### src/rtl/fs_alu_pkg.sv
package fs_alu_pkg;

  // Propagate: A or the first selected B term.
  function automatic logic bit_prop(input logic a, input logic b, input logic [3:0] s);
    return a | (b & s[0]) | (~b & s[1]);
  endfunction

  // Generate: A and the second selected B term.
  function automatic logic bit_gen(input logic a, input logic b, input logic [3:0] s);
    return a & ((b & s[3]) | (~b & s[2]));
  endfunction

  // Truth-table column as seen in logic mode, indexed by {a,b}.
  function automatic logic [3:0] logic_column(input logic [3:0] s);
    return {s[3], s[2], ~s[0], ~s[1]};
  endfunction

endpackage

### src/rtl/fs_alu_pg.sv
module fs_alu_pg
  import fs_alu_pkg::*;
#(
  parameter int W = 4
) (
  input  logic [W-1:0] a_i,
  input  logic [W-1:0] b_i,
  input  logic [3:0]   sel_i,
  output logic [W-1:0] prop_o,
  output logic [W-1:0] gen_o
);

  for (genvar i = 0; i < W; i++) begin : g_bit
    assign prop_o[i] = bit_prop(a_i[i], b_i[i], sel_i);
    assign gen_o[i]  = bit_gen(a_i[i], b_i[i], sel_i);
  end

  // A bit can only generate where it also propagates (R6 relies on it).
  always_comb begin
    p_gen_within_prop_r6: assert ((gen_o & ~prop_o) == '0)
      else $error("generate outside propagate");
  end

endmodule

### src/rtl/fs_alu_carry.sv
module fs_alu_carry #(
  parameter int W = 4
) (
  input  logic [W-1:0] prop_i,
  input  logic [W-1:0] gen_i,
  input  logic         cin_i,
  output logic [W:0]   carry_o,
  output logic         grp_prop_o,
  output logic         grp_gen_o
);

  // AND of prop over bit range [lo,hi]; an empty range yields 1.
  function automatic logic span_and(input logic [W-1:0] v, input int lo, input int hi);
    logic r;
    r = 1'b1;
    for (int k = 0; k < W; k++) begin
      if (k >= lo && k <= hi) r = r & v[k];
    end
    return r;
  endfunction

  assign carry_o[0] = cin_i;

  // Flat sum of products per carry: no bit-to-bit ripple.
  for (genvar i = 0; i < W; i++) begin : g_la
    logic acc;
    always_comb begin
      acc = cin_i & span_and(prop_i, 0, i);
      for (int j = 0; j <= i; j++) begin
        acc = acc | (gen_i[j] & span_and(prop_i, j + 1, i));
      end
    end
    assign carry_o[i+1] = acc;
  end

  logic gg_acc;
  always_comb begin
    gg_acc = 1'b0;
    for (int j = 0; j < W; j++) begin
      gg_acc = gg_acc | (gen_i[j] & span_and(prop_i, j + 1, W - 1));
    end
  end
  assign grp_gen_o  = gg_acc;
  assign grp_prop_o = span_and(prop_i, 0, W - 1);

  // Lookahead must agree with the serial recurrence at every bit.
  always_comb begin
    for (int i = 0; i < W; i++) begin
      p_carry_recur_r3: assert (carry_o[i+1] == (gen_i[i] | (prop_i[i] & carry_o[i])))
        else $error("lookahead carry %0d disagrees with recurrence", i + 1);
    end
    p_group_carry_r6: assert (carry_o[W] == (grp_gen_o | (grp_prop_o & cin_i)))
      else $error("group terms disagree with carry out");
  end

endmodule

### src/rtl/fs_alu_slice.sv
module fs_alu_slice
  import fs_alu_pkg::*;
#(
  parameter int W = 4
) (
  input  logic [W-1:0] a_i,
  input  logic [W-1:0] b_i,
  input  logic [3:0]   sel_i,
  input  logic         logic_mode_i,
  input  logic         carry_i,
  output logic [W-1:0] f_o,
  output logic         carry_o,
  output logic         grp_prop_o,
  output logic         grp_gen_o,
  output logic         ones_o
);

  logic [W-1:0] prop, gen;
  logic [W:0]   carry;
  logic [W-1:0] carry_used;

  fs_alu_pg #(.W(W)) u_pg (
    .a_i(a_i), .b_i(b_i), .sel_i(sel_i),
    .prop_o(prop), .gen_o(gen)
  );

  fs_alu_carry #(.W(W)) u_carry (
    .prop_i(prop), .gen_i(gen), .cin_i(carry_i),
    .carry_o(carry), .grp_prop_o(grp_prop_o), .grp_gen_o(grp_gen_o)
  );

  // Logic mode forces the carry term to one, which inverts P^G.
  assign carry_used = logic_mode_i ? {W{1'b1}} : carry[W-1:0];
  assign f_o        = prop ^ gen ^ carry_used;
  assign carry_o    = carry[W];
  assign ones_o     = &f_o;

  // Logic mode reproduces the selected truth-table column per bit.
  logic [3:0] col;
  assign col = logic_column(sel_i);
  always_comb begin
    for (int i = 0; i < W; i++) begin
      p_logic_column_r1: assert (!logic_mode_i || (f_o[i] == col[{a_i[i], b_i[i]}]))
        else $error("logic bit %0d off the truth table", i);
    end
  end

endmodule

### src/rtl/fs_alu.sv
module fs_alu #(
  parameter  int SLICE_W = 4,
  parameter  int SLICES  = 2,
  localparam int W       = SLICE_W * SLICES
) (
  input  logic [W-1:0] a_i,
  input  logic [W-1:0] b_i,
  input  logic [3:0]   sel_i,
  input  logic         logic_mode_i,
  input  logic         carry_i,
  output logic [W-1:0] f_o,
  output logic         carry_o,
  output logic         grp_prop_o,
  output logic         grp_gen_o,
  output logic         equal_o
);

  logic [SLICES:0]   link;
  logic [SLICES-1:0] sp, sg, sones;

  assign link[0] = carry_i;

  for (genvar k = 0; k < SLICES; k++) begin : g_slice
    fs_alu_slice #(.W(SLICE_W)) u_slice (
      .a_i          (a_i[k*SLICE_W +: SLICE_W]),
      .b_i          (b_i[k*SLICE_W +: SLICE_W]),
      .sel_i        (sel_i),
      .logic_mode_i (logic_mode_i),
      .carry_i      (link[k]),
      .f_o          (f_o[k*SLICE_W +: SLICE_W]),
      .carry_o      (link[k+1]),
      .grp_prop_o   (sp[k]),
      .grp_gen_o    (sg[k]),
      .ones_o       (sones[k])
    );
  end

  assign carry_o = link[SLICES];
  assign equal_o = &sones;

  logic gg_acc;
  always_comb begin
    gg_acc = 1'b0;
    for (int k = 0; k < SLICES; k++) gg_acc = sg[k] | (sp[k] & gg_acc);
  end
  assign grp_gen_o  = gg_acc;
  assign grp_prop_o = &sp;

  // Whole-width restatement as a word addition.
  logic [W-1:0] t1w, t2w;
  logic [W:0]   word_sum;
  assign t1w      = (b_i & {W{sel_i[0]}}) | (~b_i & {W{sel_i[1]}});
  assign t2w      = (b_i & {W{sel_i[3]}}) | (~b_i & {W{sel_i[2]}});
  assign word_sum = {1'b0, a_i | t1w} + {1'b0, a_i & t2w} + {{W{1'b0}}, carry_i};

  always_comb begin
    p_arith_sum_r2: assert (logic_mode_i || (f_o == word_sum[W-1:0]))
      else $error("arithmetic result off");
    p_carry_out_r3: assert (carry_o == word_sum[W])
      else $error("carry out off");
    p_sub_equal_r5: assert (logic_mode_i || carry_i || (sel_i != 4'b0110)
                            || (equal_o == (a_i == b_i)))
      else $error("equality flag off under subtract");
  end

endmodule

### config.mk
export PLATFORM = sky130hd
export DESIGN_NAME = fs_alu
export DESIGN_NICKNAME = d
export VERILOG_FILES = /design/src/rtl/fs_alu_pkg.sv /design/src/rtl/fs_alu_pg.sv /design/src/rtl/fs_alu_carry.sv /design/src/rtl/fs_alu_slice.sv /design/src/rtl/fs_alu.sv
export SDC_FILE = /design/constraint.sdc
export NUM_CORES = 1
export LEC_CHECK = 0
export BUFFER_PORTS_ARGS = -buffer_cell sky130_fd_sc_hd__buf_2
export CORE_MARGIN = 1
export CORE_UTILIZATION = 45
export DETAILED_ROUTE_END_ITERATION = 8
export PLACE_DENSITY = 0.76
export SLEW_MARGIN = 5
export SYNTH_ARGS = -nofsm -noshare
export SYNTH_HDL_FRONTEND = slang
export SYNTH_SLANG_ARGS = --single-unit
export TNS_END_PERCENT = 5
### constraint.sdc
create_clock -name vclk -period 2.8
set_clock_uncertainty 0.2 [all_clocks]
set_input_delay 0.7 -clock vclk [all_inputs]
set_output_delay 0.7 -clock vclk [all_outputs]
set_load 0.01 [all_outputs]
[After elaboration in Yosys (flattened, before gate mapping)]
Index checks and enable logic that the tools add are counted.
Storage, ports and cells
  register bits after elaboration: 0
  input bits: 22
  output and inout port bits: 12
  logic and storage cells: 140
Cells by class
  muxes and demuxes: 2
  bitwise operators: 136
  reduce and logical (&&, ||, !) cells: 2
Operator list (count)
  1-bit AND: 73
  1-bit bitwise OR: 51
  4-bit bitwise XOR: 4
  4-bit 2-to-1 mux: 2
  1-bit NOT: 8
  8-bit AND reduction: 1
  2-bit AND reduction: 1

[Depth between registers and ports, before layout]
  depth after elaboration: 18
  depth in mapped cells: 7

[Hierarchy]
Synthesis repeated with hierarchy kept, for this count alone.
Unflattened totals
  cell total of the unflattened synthesis: 93
  area total of the unflattened synthesis: 650.6 µm²
By module, submodules not included
  fs_alu_pg: times used 2, cells each 16, area an instance 125.1 µm², seq. area each 0.0 µm²
  fs_alu_carry: times used 2, cells each 16, area an instance 96.3 µm², seq. area each 0.0 µm²
  fs_alu_slice: times used 2, cells each 13, area an instance 93.8 µm², seq. area each 0.0 µm²
  fs_alu: times used 1, cells each 3, area an instance 20.0 µm², seq. area each 0.0 µm²

[Worst setup path after synthesis]
Ideal clock, no wire load.
  kind: input to output
  start point: input sel_i[1]
  end point: output equal_o
  arrival time: 2.211 ns
  data required time: 1.900 ns
  slack: -0.311 ns
  stages on the path: 7
  path buffers: 1
  cells stage by stage: buf_6 -> mux2_4 -> o21ai_4 -> a2111oi_4 -> o41ai_2 -> o211ai_1 -> nor4_2
On the way
  word-level cells in the longest chain between the ends: 17
  elaborated cells on any way between the ends: 64
  classes of those cells: mux: 2; bitwise: 61; reduce/logical: 1
Ends and longest elaborated chain
  start, declared: line fs_alu.sv:8  | input logic [3:0] sel_i,
  1-bit AND: line fs_alu_pkg.sv:5  | return a | (b & s[0]) | (~b & s[1]);
  1-bit bitwise OR: line fs_alu_pkg.sv:5
  1-bit AND (3 in a row): line fs_alu_carry.sv:17  | if (k >= lo && k <= hi) r = r & v[k];
  1-bit AND: line fs_alu_carry.sv:28  | acc = cin_i & span_and(prop_i, 0, i);
  1-bit bitwise OR (4 in a row): line fs_alu_carry.sv:30  | acc = acc | (gen_i[j] & span_and(prop_i, j + 1, i));
  1-bit AND: line fs_alu_carry.sv:28
  1-bit bitwise OR (3 in a row): line fs_alu_carry.sv:30
  4-bit 2-to-1 mux: line fs_alu_slice.sv:33  | assign carry_used = logic_mode_i ? {W{1'b1}} : carry[W-1:0];
  4-bit bitwise XOR: line fs_alu_slice.sv:34  | assign f_o = prop ^ gen ^ carry_used;
  8-bit AND reduction (*): line fs_alu.sv:39  | assign equal_o = &sones;
  end, declared: line fs_alu.sv:15  | output logic equal_o
Mark *: on every way between the ends. The rest lies on a longest branch, timed or not.

[Worst setup path in the final report]
  start point: input b_i[1]
  end point: output equal_o
On the way
  word-level cells in the longest chain between the ends: 18
  elaborated cells on any way between the ends: 46
  classes of those cells: mux: 2; bitwise: 43; reduce/logical: 1
Ends and longest elaborated chain
  start, declared: line fs_alu.sv:7  | input logic [W-1:0] b_i,
  1-bit AND or 1-bit NOT (tied branches): line fs_alu_pkg.sv:5, fs_alu_pkg.sv:10
  1-bit bitwise OR or 1-bit AND (tied branches): line fs_alu_pkg.sv:5
  1-bit bitwise OR: line fs_alu_pkg.sv:5
  1-bit AND (3 in a row): line fs_alu_carry.sv:17
  1-bit AND: line fs_alu_carry.sv:28
  1-bit bitwise OR (4 in a row): line fs_alu_carry.sv:30
  1-bit AND: line fs_alu_carry.sv:28
  1-bit bitwise OR (3 in a row): line fs_alu_carry.sv:30
  4-bit 2-to-1 mux: line fs_alu_slice.sv:33
  4-bit bitwise XOR: line fs_alu_slice.sv:34
  8-bit AND reduction (*): line fs_alu.sv:39
Marked as above.

==> metrics.md <==
| Metric | Value |
|---|---|
| Status | complete, but fails checks |
| Failing checks | setup timing |
| Slowest stage delay, CP | roughly 0.35 ns |
| Worst hold slack after final layout | 1.65 ns |
| Cell leakage power | between 0.8 and 0.9 nW |
| Comb pwr share | between 90% and 100% |
| Worst slew pin tran | 0.573 ns |
| Cell count after synthesis | around 120 |
| Via count of the first global-routing pass | 1,415 |
| Initial antenna violation count | 0 |
| Net Sw Power | roughly 0.21 mW |
| Vias per std cell | roughly 6.3 |
| Clock buffer instance count of the final layout | 0 |
| Maximum fanout count along the critical path | 4 |
| Starting DRC count in detailed routing | 87 |
| Setup ws final | -0.664 ns |
| Final cycle utilization of the critical path | 124% |
| X dimension of the die | roughly 48 µm |
| Initial core utilization | 48.2% |
| Filler cell count | 85 |
| Synthesized area per cell | just under 8 µm² |
| Detailed Routing Iterations Pass 1 | 5 |
| Data required time at the worst endpoint | 1.90 ns |
| Power share of the clock group | 0% |
| Post-route cell area | ~1800 µm² |
| Top library cells by usage in the layout, fill and taps aside | 54 x sky130_fd_sc_hd__buf_4, 26 x sky130_fd_sc_hd__buf_2, 10 x sky130_fd_sc_hd__a21oi_1, 10 x sky130_fd_sc_hd__buf_6, 7 x sky130_fd_sc_hd__mux2_4 |
| Category of the worst setup path capture point | output pin |
| Die H | roughly 48 µm |
| Maximum number of pins on one net before global-route repair | 10 |
| Post-synthesis to final-layout area growth | 88.1% |
| Distinct cell type count of the synthesized netlist | 51 |
| Final Hold Violating Endpoints | 0 |
| Critical setup path kind | in -> out |
| Number of nets in the synthesized netlist | 144 |
| Relative max-transition margin | just over 60% |
| Buffers on Ports | 34 |
| Final layout net count | ~230 |
| Power density normalized to cell area | 244 nW/µm² |
| DP Cell Count | approximately 230 |
| Wire length of the first global-routing pass | 6.71 mm |
| Part of the total power dissipated in sequential elements | 0% |
| HPWL Detailed | between 2 and 3 mm |
| Startpoint kind of the worst setup timing path | input pin |
| Most frequent standard cell in the layout excluding fill and tap cells | sky130_fd_sc_hd__buf_4 |
| GRT overflow | 0 |
| Number of pins with negative max-slew slack in the final report | 0 |
| Switching share of power | roughly half |
| Inserted Diodes | 0 |
| Cell internal pwr | approximately 0.22 mW |
| Arr. time, crit path | between 2 and 3 ns |
| Number of rows created at floorplan | 16 |
| Core region area | around 2000 µm² |
| Setup Viol. Count Final | 11 |
| GRT Util Overall | about 42% |
| RSZ-0062 raised after global routing | yes |
| RD Place Congestion | approximately 0.92 |
| Die area | approximately 2300 µm² |
| Worst Hold Path Cells | 5 |
| Layout cell share with drive strength beyond 1 | between 60 and 70% |
| Slowest stage cell on the critical path | sky130_fd_sc_hd__o31ai_2 |
| Boundary pin count | 34 |
| Placed inst area | between 1500 and 2000 µm² |
| Max-cap violations | 0 |
| Detailed-route DRC error count | 0 |
| Via Count | around 1.5k |
| Worst vdd ir | between 0.15 and 0.2 mV |
| Max frequency | between 0.2 and 0.3 GHz |
| Drt total wl | a little under 5 mm |
| Worst hold path type | in -> out |
| Area of the mapped netlist | 946 µm² |
| Crit path cell chain | buf_8, mux2_4, a22oi_2, buf_4, nor3_4, o31ai_2, xor2_2, nor4_4, buf_2 |
| Average routed wire per standard cell | a little over 20 µm |
| Proportion of synthesized chip area in sequential cells | 0% |
| Hold_buf cts | 0 |
| Final instance count without filler cells | about 240 |
| Post-layout min period | approximately 3.5 ns |
| Ys Warns | 0 |
| Total number of sequential cells | 0 |
| Total power draw | between 0.4 and 0.5 mW |
| Remaining antenna violation count after routing | 0 |
| Storage cell area | 0 µm² |
layer usage:
metal	GRT usage, %	up-vias	part of all wire (%)
li1	-	660	-
met1	43.4	714	38
met2	78.4	106	51
met3	10.9	24	7.6
met4	19.4	0	2.9
met5	0	-	0
metrics by stage:
step	utilization [%]	setup WS, ns	TNS, ns
2_1_floorplan	-	-0.300	-1.11
3_3_place_gp	77.9	-0.593	-3.90
3_5_place_dp	77.9	-0.642	-4.49
4_1_cts	87.4	-0.577	-3.96
5_1_grt	90.7	-0.778	-5.43
6_report	90.7	-0.664	-4.65
cells in the mapped netlist, drive strengths merged, types with 2 or more instances:
cell,number,area share (%)
o22a,2,1.9
a211oi,5,5.8
mux2,10,13
xnor2,3,2.8
nand2b,5,3.3
o311ai,2,1.9
and2,4,2.6
mux2i,6,6.3
nor2,8,3.2
nor3,5,3.2
a21oi,12,6.3
a31oi,2,1.3
a21o,2,1.6
o21a,2,1.6
buf,3,2.5
clkbuf,2,1.9
a211o,2,1.9
nand2,9,3.8
inv,4,1.6
o211ai,6,4.8
nand4,2,1.3
nor2b,5,4.1
o21ai,3,2.8
o31ai,2,1.6
worst paths after layout:
path,start,slack [ns],end
setup / recovery,b_i[1],-0.66,equal_o
hold / removal,a_i[7],1.65,carry_o
layout make-up:
type,count,area [µm²],share of cell area [%]
Multi-Input combinational cell,113,1030,58.0
Timing Repair Buffer,93,698,39.2
Inverter,4,15.0,0.844
Tap cell,27,33.8,1.90
timing repair:
item	4_1_cts	5_1_grt
resized for setup	36	14
buffers inserted	6	0
endpoints found under the setup margin	11	12
cloned	0	0
pin swaps	18	5
power by group through the flow:
stage / Clock (mW) / Sequential, mW / Combinational, mW
after floorplan: 0 / 0 / 0.176
after global placement: 0 / 0 / 0.326
after detailed placement: 0 / 0 / 0.338
after CTS: 0 / 0 / 0.386
after global routing: 0 / 0 / 0.459
final: 0 / 0 / 0.434
kinds of logic (layout without fill, tap and decap cells):
kind of cell,Yosys count,after routing,share of synthesized area (%)
AOI/OAI and AO/OA,49,49,43.4
and+or+nand+nor,44,44,27.5
muxes,16,16,19.4
buffers and inverters,9,97,5.95
xor gates and xnor gates,4,4,3.70
worst max-delay path: cells and delay by family:
kind,cells,cell delay (ns)
simple gates,2,0.35
buf+inv,3,0.46
mux,1,0.31
xor+xnor,1,0.17
compound gates,2,0.57
Note: power is estimated with default switching activity, not from simulation.
